$ cat config.mk
export PLATFORM = sky130hd
export DESIGN_NAME = uart_txq_dma
export DESIGN_NICKNAME = d
export VERILOG_FILES = /design/src/rtl/uart_txq_pkg.sv /design/src/rtl/uart_txq_fifo.sv /design/src/rtl/uart_txq_burst.sv /design/src/rtl/uart_txq_dma.sv
export SDC_FILE = /design/constraint.sdc
export NUM_CORES = 1
export LEC_CHECK = 0
export CAP_MARGIN = 10
export CELL_PAD_IN_SITES_DETAIL_PLACEMENT = 2
export CELL_PAD_IN_SITES_GLOBAL_PLACEMENT = 2
export CORE_ASPECT_RATIO = 1.1
export CORE_MARGIN = 10
export CORE_UTILIZATION = 40
export CTS_CLUSTER_DIAMETER = 40
export DETAILED_ROUTE_END_ITERATION = 7
export PLACE_DENSITY = 0.8
export SYNTH_ARGS = -nofsm -noshare
export SYNTH_HDL_FRONTEND = slang
export SYNTH_SLANG_ARGS = --single-unit
$ cat constraint.sdc
create_clock -name clk_i -period 10.4 [get_ports clk_i]
set_input_delay 2.08 -clock clk_i [delete_from_list [all_inputs] [get_ports clk_i]]
set_output_delay 2.08 -clock clk_i [all_outputs]
set_load 0.02 [all_outputs]
$ cat src/rtl/uart_txq_pkg.sv
package uart_txq_pkg;

  typedef enum logic [1:0] {
    TRIG_EMPTY   = 2'd0,
    TRIG_EIGHTH  = 2'd1,
    TRIG_QUARTER = 2'd2,
    TRIG_HALF    = 2'd3
  } trig_e;

  function automatic int unsigned wm_level(input logic [1:0] code, input int unsigned depth);
    case (trig_e'(code))
      TRIG_EMPTY:   return 0;
      TRIG_EIGHTH:  return depth / 8;
      TRIG_QUARTER: return depth / 4;
      default:      return depth / 2;
    endcase
  endfunction

endpackage

$ cat src/rtl/uart_txq_fifo.sv
module uart_txq_fifo #(
  parameter int DEPTH  = 128,
  parameter int DATA_W = 8,
  localparam int AW    = $clog2(DEPTH),
  localparam int LVL_W = $clog2(DEPTH + 1)
) (
  input  logic              clk_i,
  input  logic              rst_ni,
  input  logic              clr_i,
  input  logic              wr_valid_i,
  input  logic [DATA_W-1:0] wr_data_i,
  input  logic              pop_i,
  output logic [DATA_W-1:0] rd_data_o,
  output logic [LVL_W-1:0]  level_o,
  output logic              push_o,
  output logic              ovf_o,
  output logic              unf_o
);

  logic [DATA_W-1:0] mem [DEPTH];
  logic [AW-1:0]     wr_ptr, rd_ptr;
  logic [LVL_W-1:0]  level;
  logic              full, empty, do_pop, do_push;

  assign full    = (level == LVL_W'(DEPTH));
  assign empty   = (level == '0);
  assign do_pop  = pop_i && !empty;
  // a pop in the same cycle frees the slot at full
  assign do_push = wr_valid_i && (!full || do_pop);

  function automatic logic [AW-1:0] nxt(input logic [AW-1:0] p);
    return (p == AW'(DEPTH - 1)) ? '0 : p + 1'b1;
  endfunction

  always_ff @(posedge clk_i or negedge rst_ni) begin
    if (!rst_ni) begin
      wr_ptr <= '0;
      rd_ptr <= '0;
      level  <= '0;
      ovf_o  <= 1'b0;
      unf_o  <= 1'b0;
    end else if (clr_i) begin
      wr_ptr <= '0;
      rd_ptr <= '0;
      level  <= '0;
      ovf_o  <= 1'b0;
      unf_o  <= 1'b0;
    end else begin
      if (do_push) wr_ptr <= nxt(wr_ptr);
      if (do_pop)  rd_ptr <= nxt(rd_ptr);
      case ({do_push, do_pop})
        2'b10:   level <= level + 1'b1;
        2'b01:   level <= level - 1'b1;
        default: level <= level;
      endcase
      if (wr_valid_i && !do_push) ovf_o <= 1'b1;
      if (pop_i && empty)         unf_o <= 1'b1;
    end
  end

  always_ff @(posedge clk_i) begin
    if (do_push && !clr_i) mem[wr_ptr] <= wr_data_i;
  end

  assign rd_data_o = mem[rd_ptr];
  assign level_o   = level;
  assign push_o    = do_push && !clr_i;

endmodule

$ cat src/rtl/uart_txq_burst.sv
module uart_txq_burst #(
  parameter int DEPTH  = 128,
  parameter int BLK_W  = 12,
  localparam int LVL_W = $clog2(DEPTH + 1)
) (
  input  logic             clk_i,
  input  logic             rst_ni,
  input  logic             clr_i,
  input  logic             blk_start_i,
  input  logic [BLK_W-1:0] blk_size_i,
  input  logic [1:0]       trig_code_i,
  input  logic [LVL_W-1:0] level_i,
  input  logic             push_i,
  output logic             req_o,
  output logic [LVL_W-1:0] len_o,
  output logic             burst_done_o,
  output logic             block_done_o,
  output logic [BLK_W-1:0] bursts_o
);

  logic [LVL_W-1:0] wm_lvl, full_len, cur_len, brem, brem_nx;
  logic [BLK_W-1:0] blk_rem;
  logic             in_burst, acc, rem_short;

  assign wm_lvl    = LVL_W'(uart_txq_pkg::wm_level(trig_code_i, DEPTH));
  assign full_len  = LVL_W'(DEPTH) - wm_lvl;
  // BLK_W must be at least LVL_W
  assign rem_short = (blk_rem < BLK_W'(full_len));
  assign cur_len   = rem_short ? LVL_W'(blk_rem) : full_len;
  assign req_o     = (blk_rem != '0) && !in_burst && (level_i <= wm_lvl);
  assign acc       = push_i && (req_o || in_burst);
  assign brem_nx   = in_burst ? brem - 1'b1 : cur_len - 1'b1;
  assign len_o     = cur_len;

  always_ff @(posedge clk_i or negedge rst_ni) begin
    if (!rst_ni) begin
      blk_rem      <= '0;
      brem         <= '0;
      in_burst     <= 1'b0;
      bursts_o     <= '0;
      burst_done_o <= 1'b0;
      block_done_o <= 1'b0;
    end else if (clr_i || blk_start_i) begin
      blk_rem      <= clr_i ? '0 : blk_size_i;
      brem         <= '0;
      in_burst     <= 1'b0;
      bursts_o     <= '0;
      burst_done_o <= 1'b0;
      block_done_o <= 1'b0;
    end else begin
      burst_done_o <= 1'b0;
      block_done_o <= 1'b0;
      if (acc) begin
        blk_rem      <= blk_rem - 1'b1;
        block_done_o <= (blk_rem == BLK_W'(1));
        brem         <= brem_nx;
        if (brem_nx == '0) begin
          in_burst     <= 1'b0;
          burst_done_o <= 1'b1;
          bursts_o     <= bursts_o + 1'b1;
        end else begin
          in_burst <= 1'b1;
        end
      end
    end
  end

endmodule

$ cat src/rtl/uart_txq_dma.sv
module uart_txq_dma #(
  parameter int DEPTH  = 128,
  parameter int DATA_W = 8,
  parameter int BLK_W  = 12,
  localparam int LVL_W = $clog2(DEPTH + 1)
) (
  input  logic              clk_i,
  input  logic              rst_ni,
  input  logic              fifo_clr_i,
  input  logic [1:0]        trig_code_i,
  input  logic              blk_start_i,
  input  logic [BLK_W-1:0]  blk_size_i,
  input  logic              wr_valid_i,
  input  logic [DATA_W-1:0] wr_data_i,
  input  logic              pop_i,
  output logic [DATA_W-1:0] pop_data_o,
  output logic              pop_valid_o,
  output logic [LVL_W-1:0]  level_o,
  output logic              dma_req_o,
  output logic [LVL_W-1:0]  burst_len_o,
  output logic              burst_done_o,
  output logic              block_done_o,
  output logic [BLK_W-1:0]  bursts_o,
  output logic              overflow_o,
  output logic              underflow_o
);

  logic push;

  uart_txq_fifo #(.DEPTH(DEPTH), .DATA_W(DATA_W)) fifo_i (
    .clk_i     (clk_i),
    .rst_ni    (rst_ni),
    .clr_i     (fifo_clr_i),
    .wr_valid_i(wr_valid_i),
    .wr_data_i (wr_data_i),
    .pop_i     (pop_i),
    .rd_data_o (pop_data_o),
    .level_o   (level_o),
    .push_o    (push),
    .ovf_o     (overflow_o),
    .unf_o     (underflow_o)
  );

  uart_txq_burst #(.DEPTH(DEPTH), .BLK_W(BLK_W)) burst_i (
    .clk_i       (clk_i),
    .rst_ni      (rst_ni),
    .clr_i       (fifo_clr_i),
    .blk_start_i (blk_start_i),
    .blk_size_i  (blk_size_i),
    .trig_code_i (trig_code_i),
    .level_i     (level_o),
    .push_i      (push),
    .req_o       (dma_req_o),
    .len_o       (burst_len_o),
    .burst_done_o(burst_done_o),
    .block_done_o(block_done_o),
    .bursts_o    (bursts_o)
  );

  assign pop_valid_o = (level_o != '0);

endmodule

==> results of run 1 <==
metal layers:
layer  wire, µm  share of wire (%)
met3       9280                6.3
met2      75500                 51
met4       6510                4.4
met1      56100                 38
met5         81              0.055
where the power goes:
part	total, mW	switching, mW	internal, mW
logic	1.54	0.909	0.627
clock network	5.12	2.09	3.03
registers	4.88	0.0826	4.80
how the worst max path moves through the flow:
stage / start / end / slack (ns) / depth (start not counted)
final: fifo_i.rd_ptr[2]$_DFFE_PN0P_ / pop_data_o[7] / 2.15 / 9
after detailed placement: trig_code_i[0] / burst_len_o[7] / 3.00 / 9
after CTS: fifo_i.rd_ptr[2]$_DFFE_PN0P_ / pop_data_o[7] / 2.24 / 9
after global placement: trig_code_i[0] / burst_len_o[7] / 3.15 / 9
after floorplan: trig_code_i[0] / burst_len_o[7] / 4.45 / 8
after global routing: fifo_i.rd_ptr[2]$_DFFE_PN0P_ / pop_data_o[7] / 2.10 / 9
worst max-delay path: stages, from the launching register on:
cell and delay, ns:
sky130_fd_sc_hd__dfrtp_2 0.85, sky130_fd_sc_hd__buf_4 0.67, sky130_fd_sc_hd__nand2b_4 0.65, sky130_fd_sc_hd__buf_4 0.63, sky130_fd_sc_hd__o221ai_1 0.45, sky130_fd_sc_hd__o22ai_1 0.19, sky130_fd_sc_hd__a21oi_1 0.57, sky130_fd_sc_hd__mux4_2 0.44
sky130_fd_sc_hd__mux2_2 0.24, sky130_fd_sc_hd__clkdlybuf4s50_1 0.64
area by class of cell:
class	count	area [µm²]
clock inverter	100	1160
inverter	22	82.6
multi-input combinational	1307	11300
fill	9934	58200
clock buffer	165	3700
timing repair buffer	95	885
tap	1419	1780
sequential	1083	32200
sequential cells by signal, summed over array words and instances, names as in the netlist:
register and flops:
fifo_i.rd_ptr 7, burst_i.burst_done_o 1, burst_i.block_done_o 1, fifo_i.ovf_o 1
burst_i.bursts_o 12, burst_i.in_burst 1, fifo_i.level_o 8, fifo_i.mem 1024
fifo_i.unf_o 1, fifo_i.wr_ptr 7, burst_i.brem 8, burst_i.blk_rem 12
cell usage in the layout, fill, tap and decap left out, types with 18 or more instances in the layout:
master,count
sky130_fd_sc_hd__ha_1,24
sky130_fd_sc_hd__clkbuf_16,145
sky130_fd_sc_hd__nor2_1,173
sky130_fd_sc_hd__buf_4,31
sky130_fd_sc_hd__o22ai_1,64
sky130_fd_sc_hd__mux4_2,144
sky130_fd_sc_hd__clkdlybuf4s50_1,59
sky130_fd_sc_hd__nand3_1,19
sky130_fd_sc_hd__dfrtp_1,55
sky130_fd_sc_hd__o21ai_0,80
sky130_fd_sc_hd__a21oi_1,151
sky130_fd_sc_hd__a211oi_1,18
sky130_fd_sc_hd__clkbuf_1,20
sky130_fd_sc_hd__o221ai_1,64
sky130_fd_sc_hd__mux2_2,74
sky130_fd_sc_hd__mux2i_1,208
sky130_fd_sc_hd__nand2_1,131
sky130_fd_sc_hd__edfxtp_1,1024
sky130_fd_sc_hd__inv_6,20
sky130_fd_sc_hd__inv_1,20
metrics by stage:
step	total power, mW	worst slack, ns	utilization [%]	instances
floorplan	5.90	4.45	-	2557
global placement	6.38	3.15	42.3	3925
detailed placement	6.47	3.00	42.3	3925
CTS	11.6	2.24	46.7	4190
global route	11.9	2.10	46.8	4191
finish	11.5	2.15	46.8	4191
cells by family after synthesis:
group	Yosys count	share of synthesized area, %
compound gates	422	6.13
xor+xnor	24	0.476
fa+ha+maj	25	0.726
buf+inv	167	1.56
simple gates	407	4.05
flops	1083	73.0
mux	429	14.1
==> results.md, run 1 <==
- Clock buffer depth: 3
- Kind of start point of the critical path: flop
- Routability cong.: 0.790
- Kind of critical path: flop to output port
- Most congested layer reported by global routing: met2
- Die Outline Area: 124000 µm²
- CTS Hold Bufs: 0
- Die height: 368 µm
- Number of cells traversed by the worst hold path: 2
- Max-slew violations: 0
- Arrival time reported for the critical path endpoint: 6.17 ns
- Async set or reset register ratio after synthesis: 5.45%
- # rows: 127
- Peak clock frequency supported by timing: 0.121 GHz
- Hold_sp: fifo_i.unf_o$_DFFE_PN0P_
- Nets@finish: 2704
- Yosys top cell area share: 69.7%
- Fraction of met3 tracks used by global routing: 4.90%
- Synthesized instance count: 2557
- Reported max-cap violation count: 0
- Clock tree from TritonCTS: yes
- Post-Layout Inst Area: 51100 µm²
- Die width: 337 µm
- DR DRC count: 0
- Post-CTS setup-driven buffer insertion count: 0
- Unrepaired setup endpoints after global routing: no
- Post-detailed-route wirelength per cell: 35.2 µm
- Synth top area cells: sky130_fd_sc_hd__edfxtp_1 70%, sky130_fd_sc_hd__mux4_2 7.3%, sky130_fd_sc_hd__mux2i_1 4.7%, sky130_fd_sc_hd__dfrtp_1 3.3%, sky130_fd_sc_hd__mux2_2 1.9%
- Min-Delay Path Class: flop to flop
- Layout Area Growth over Synthesis: 15.8%
- Core outline area: 109000 µm²
- Diodes inserted: 0
- Endpoint kind of the worst setup timing path: output port
- Clock network latency to the later pin of the worst-skew pair: 0.76 ns
- Highest ir drop seen on vdd: 0.189 mV
- Endpoints failing setup: 0
- Total wire length after detailed routing: 147 mm
- Initial cell density of the core: 40.4%
- Worst Reg2Reg Path Length in Cells: 12
- Syn_nets: 2610
- Hold Path End: fifo_i.unf_o$_DFFE_PN0P_
- Area after DPL: 46200 µm²
- Buffers on Ports: 69
- Worst Clk Skew: 0.0306 ns
- Via count normalized by instance count: 6.09
- Mapped Avg Cell Area: 17.3 µm²
- Number of register bits inferred by synthesis: 1083
- Fraction of layout instances using a drive strength above 1: 18.6%
- Worst reg2reg path startpoint: fifo_i.level_o[1]$_DFFE_PN0P_
- Remaining antenna violation count: 0
- Number of top-level pins: 70
- HPWL Detailed: 84.3 mm
- Most repeated cell in the gate-level netlist after synthesis: sky130_fd_sc_hd__edfxtp_1
- Worst Hold Slack: 0.533 ns
- Number of global-route vias before repair: 28300
- Distinct cells, synth: 66
- Total congestion overflow after global routing: 0
- Clock-pin slew reported for the worst setup and hold paths after clock tree synthesis: 0.06 ns
- Sequential share of the synthesized area: 73.0%
- Detailed-routing iteration count for the pre-antenna-repair pass: 7
- PwrDens: 226 nW/µm²
- Slew of the pin with the lowest slew margin: 1.26 ns
- Critical R2R Capture: fifo_i.level_o[7]$_DFFE_PN0P_
- Synth warn: 0
- Resize count post-CTS: 0
- Number of antenna violations at the first check in global routing: 7
- H-tree depth: 4
- Total clock sinks: 1083
- Total Routing Usage GR: 23.8%
- Cell at the root of the clock tree: sky130_fd_sc_hd__clkbuf_16
- Met1 capacity usage during global routing: 28.7%
- Post-synth top cells: 1024 x sky130_fd_sc_hd__edfxtp_1, 208 x sky130_fd_sc_hd__mux2i_1, 173 x sky130_fd_sc_hd__nor2_1, 151 x sky130_fd_sc_hd__a21oi_1, 144 x sky130_fd_sc_hd__mux4_2
- Post-layout minimum cycle time: 8.25 ns
- Ratio of final minimum period to clock period: 79.4%
- Cell accounting for the most synthesized area: sky130_fd_sc_hd__edfxtp_1
- Count of final hold-check violations: 0
- Via count of the routed design: 25500
- First-pass GRT wire length: 215 mm
- Lkg Pwr: 15.9 nW
- Worst slew slack as a fraction of its limit: 15.9%
- Total clock buffers created by CTS: 142
- Critical Path RT: 8.32 ns
- Count of flip-flops with a built-in enable after synthesis: 1024
- Most used flip-flop cell after synthesis: sky130_fd_sc_hd__edfxtp_1
- Sum of negative setup slack: 0 ns
- Result of the run: finished clean
- Post-Syn Area: 44100 µm²
- Slack of the worst reg-to-reg path: 5.73 ns
- 1st-iter DRT viols: 2702
- Maximum net fanout on the critical path: 73
- Largest net degree at the start of global routing: 135
- GR met2 Demand/Resource: 40.9%
Power figures use the tool's default switching activity.
==> inputs of run 2 (changes only) <==
==> constraint.sdc (replaced) <==
create_clock -name clk_i -period 8.3 [get_ports clk_i]
set_input_delay 1.66 -clock clk_i [delete_from_list [all_inputs] [get_ports clk_i]]
set_output_delay 1.66 -clock clk_i [all_outputs]
set_load 0.02 [all_outputs]
==> run 2 against run 1 <==
Compared with the run above: critical path depth shrank 1; combinational power up 24%; hold slack got worse by 0.020 ns.
==> results.md, run 2 (synthesis gave the netlist of run 1 again) <==
- Result of the run: finished clean
- Endpoints failing setup: 0 (unchanged)
- HPWL Detailed: 86.2 mm (+2.3%)
- End point of the critical path: pop_data_o[4]
- Total wire length after detailed routing: 146 mm (-1.0%)
- Slew of the pin with the lowest slew margin: 1.28 ns (+0.0166 ns)
- Peak clock frequency supported by timing: 0.141 GHz
- Kind of start point of the critical path: flop
- # rows: 127 (unchanged)
- Number of top-level pins: 70 (unchanged)
- Sequential power share: 43.0% (+0.7 points)
- Clock share of power: 43.6% (-0.8 points)
- Worst slew slack as a fraction of its limit: 14.7% (-1.1 points)
- Count of placed standard cells including taps: 3929 (+0.10%)
- Post-CTS setup-driven buffer insertion count: 0 (unchanged)
- Resize count post-CTS: 0 (unchanged)
- Post-layout minimum cycle time: 7.10 ns
- Arrival time reported for the critical path endpoint: 5.44 ns (-0.73 ns)
- Number of cells traversed by the worst hold path: 2 (unchanged)
- Utilization after layout: 46.7% (-0.090 points)
- Clock-pin slew reported for the worst setup and hold paths after clock tree synthesis: 0.06 ns (about the same)
- CTS Hold Bufs: 0 (unchanged)
- Unrepaired setup endpoints after global routing: no
- Area after DPL: 46300 µm² (+0.15%)
- Min-Delay Path Class: flop to flop
- Worst reg2reg path startpoint: fifo_i.level_o[1]$_DFFE_PN0P_
- Worst Reg2Reg Path Length in Cells: 12 (unchanged)
- DR DRC count: 0 (unchanged)
- Setup ws final: 1.20 ns (-0.947 ns)
- Largest register FFs: 1024 (unchanged)
- PwrDens: 279 nW/µm² (+24%)
- Layout Area Growth over Synthesis: 15.6%
- Via count of the routed design: 25600 (+0.33%)
- Post-Layout Inst Area: 51000 µm² (-0.19%)
- Fraction of layout instances using a drive strength above 1: 18.5% (-0.065 points)
- Switching part of the total power: 26.5% (-0.19 points)
- Core outline area: 109000 µm² (unchanged)
- Remaining antenna violation count: 0 (unchanged)
- Non-Filler Instances: 4191 (unchanged)
- Max-slew violations: 0 (unchanged)
- Top flop regs: fifo_i.mem x1024, burst_i.blk_rem x12, burst_i.bursts_o x12
- Detailed-routing iteration count for the pre-antenna-repair pass: 5 (-2)
- Largest register by flop count: fifo_i.mem
- Most frequent standard cell in the layout excluding fill and tap cells: sky130_fd_sc_hd__edfxtp_1
- Post-detailed-route wirelength per cell: 34.8 µm (-1.0%)
- Fillers: 9951 (+0.17%)
- Routability cong.: 0.798 (+1.0%)
- Critical Path RT: 6.64 ns (-1.68 ns)
- Total clock sinks: 1083 (unchanged)
- Initial cell density of the core: 40.4% (unchanged)
- Pre-CTS WS: 1.73 ns (-1.27 ns)
- Clock tree from TritonCTS: yes
- Highest ir drop seen on vdd: 0.206 mV (+9.2%)
- Endpoint kind of the worst setup timing path: output port
- Worst Hold Slack: 0.512 ns (-0.0203 ns)
- Critical R2R Capture: fifo_i.level_o[7]$_DFFE_PN0P_
- Largest net degree at the start of global routing: 90 (-33%)
- Die width: 337 µm (unchanged)
- Reported net switching power: 3.78 mW (+22%)
- Slack of the worst reg-to-reg path: 3.80 ns (-1.93 ns)
- H-tree depth: 4 (unchanged)
- Lkg Pwr: 15.9 nW (-0.16%)
- Number of antenna violations at the first check in global routing: 6 (-1)
- Relative contribution of combinational cells to total power: 13.4% (about the same)
- Ratio of final minimum period to clock period: 85.5%
- Total clock buffers created by CTS: 142 (unchanged)
- Overall power consumption: 14.2 mW (+23%)
- Kind of critical path: flop to output port
- Start point of the critical path: fifo_i.rd_ptr[1]$_DFFE_PN0P_
- Worst Clk Skew: 0.0388 ns (+0.00815 ns)
- Total Routing Usage GR: 23.5% (-0.26 points)
- Cell at the root of the clock tree: sky130_fd_sc_hd__clkbuf_16
- Die height: 368 µm (unchanged)
- First-pass GRT wire length: 214 mm (-0.56%)
- Reported max-cap violation count: 0 (unchanged)
- Clock buffer depth: 3 (unchanged)
- Via count normalized by instance count: 6.11 (+0.33%)
- Commonest cells after routing, fill and taps aside: 1024 x sky130_fd_sc_hd__edfxtp_1, 208 x sky130_fd_sc_hd__mux2i_1, 173 x sky130_fd_sc_hd__nor2_1
- Buffers on Ports: 69 (unchanged)
- Maximum net fanout on the critical path: 80 (+9.6%)
- Die Outline Area: 124000 µm² (unchanged)
- Number of global-route vias before repair: 28300 (+0.12%)
- 1st-iter DRT viols: 2488 (-7.9%)
- Clock network latency to the later pin of the worst-skew pair: 0.75 ns (about the same)
- Count of final hold-check violations: 0 (unchanged)
- Nets@finish: 2708 (+0.15%)
- Sum of negative setup slack: 0 ns (unchanged)
- Total congestion overflow after global routing: 0 (unchanged)
- Internal power: 10.5 mW (+24%)
[run 2: cell count changes in the layout (fill, tap and decap cells not counted), sizes merged]
cell      previous run  this run
bufinv              17        11
clkinv              48        53
buf                 36        40
clkinvlp            12         9
inv                 45        42
clkbuf             165       167
diode                0         1
[run 2: layer usage]
| layer | vias up | GRT usage (%) | part of all wire (%) |
|---|---|---|---|
| li1 | 10400 | - | - |
| met1 | 13700 | 28.3 | 38 |
| met2 | 1103 | 41.3 | 52 |
| met3 | 316 | 4.55 | 6.4 |
| met4 | 12 | 9.12 | 3.8 |
| met5 | - | 0 | 0.053 |
[run 2: how the worst min path moves through the flow]
| stage | startpoint | end | slack (ns) |
|---|---|---|---|
| global placement | fifo_i.unf_o$_DFFE_PN0P_ | fifo_i.unf_o$_DFFE_PN0P_ | 0.48 |
| global route | fifo_i.unf_o$_DFFE_PN0P_ | fifo_i.unf_o$_DFFE_PN0P_ | 0.54 |
| finish | fifo_i.unf_o$_DFFE_PN0P_ | fifo_i.unf_o$_DFFE_PN0P_ | 0.51 |
| floorplan | burst_i.brem[0]$_DFFE_PN0P_ | burst_i.brem[0]$_DFFE_PN0P_ | 0.51 |
| CTS | fifo_i.unf_o$_DFFE_PN0P_ | fifo_i.unf_o$_DFFE_PN0P_ | 0.52 |
| detailed placement | fifo_i.unf_o$_DFFE_PN0P_ | fifo_i.unf_o$_DFFE_PN0P_ | 0.50 |
[run 2: final cells by class]
cell class | count | area [µm²] | share of cell area (%)
Tap cell | 1419 | 1780 | 3.48
Timing Repair Buffer | 99 | 948 | 1.86
Inverter | 22 | 82.6 | 0.162
Clock buffer | 167 | 3780 | 7.42
Clock inverter | 93 | 911 | 1.79
Multi-Input combinational cell | 1307 | 11300 | 22.1
Antenna cell | 1 | 2.50 | 0.00491
Sequential cell | 1083 | 32200 | 63.2
[run 2: power by group through the flow]
stage / Clock (mW) / Combinational, mW / Sequential [mW]
finish: 6.20 / 1.91 / 6.12
global route: 6.48 / 2.02 / 6.13
CTS: 6.28 / 1.91 / 6.12
detailed placement: 0 / 1.88 / 6.24
global placement: 0 / 1.77 / 6.23
floorplan: 0 / 1.22 / 6.17
[run 2: worst max-delay path, cell delays in order, from the launching register on]
cell and delay (ns):
sky130_fd_sc_hd__dfrtp_4 1.06, sky130_fd_sc_hd__nand2b_4 0.77, sky130_fd_sc_hd__buf_12 0.41, sky130_fd_sc_hd__o221ai_1 0.30, sky130_fd_sc_hd__o22ai_1 0.33, sky130_fd_sc_hd__a21oi_1 0.15, sky130_fd_sc_hd__mux4_2 0.60, sky130_fd_sc_hd__mux2_2 0.36
sky130_fd_sc_hd__clkdlybuf4s50_1 0.57
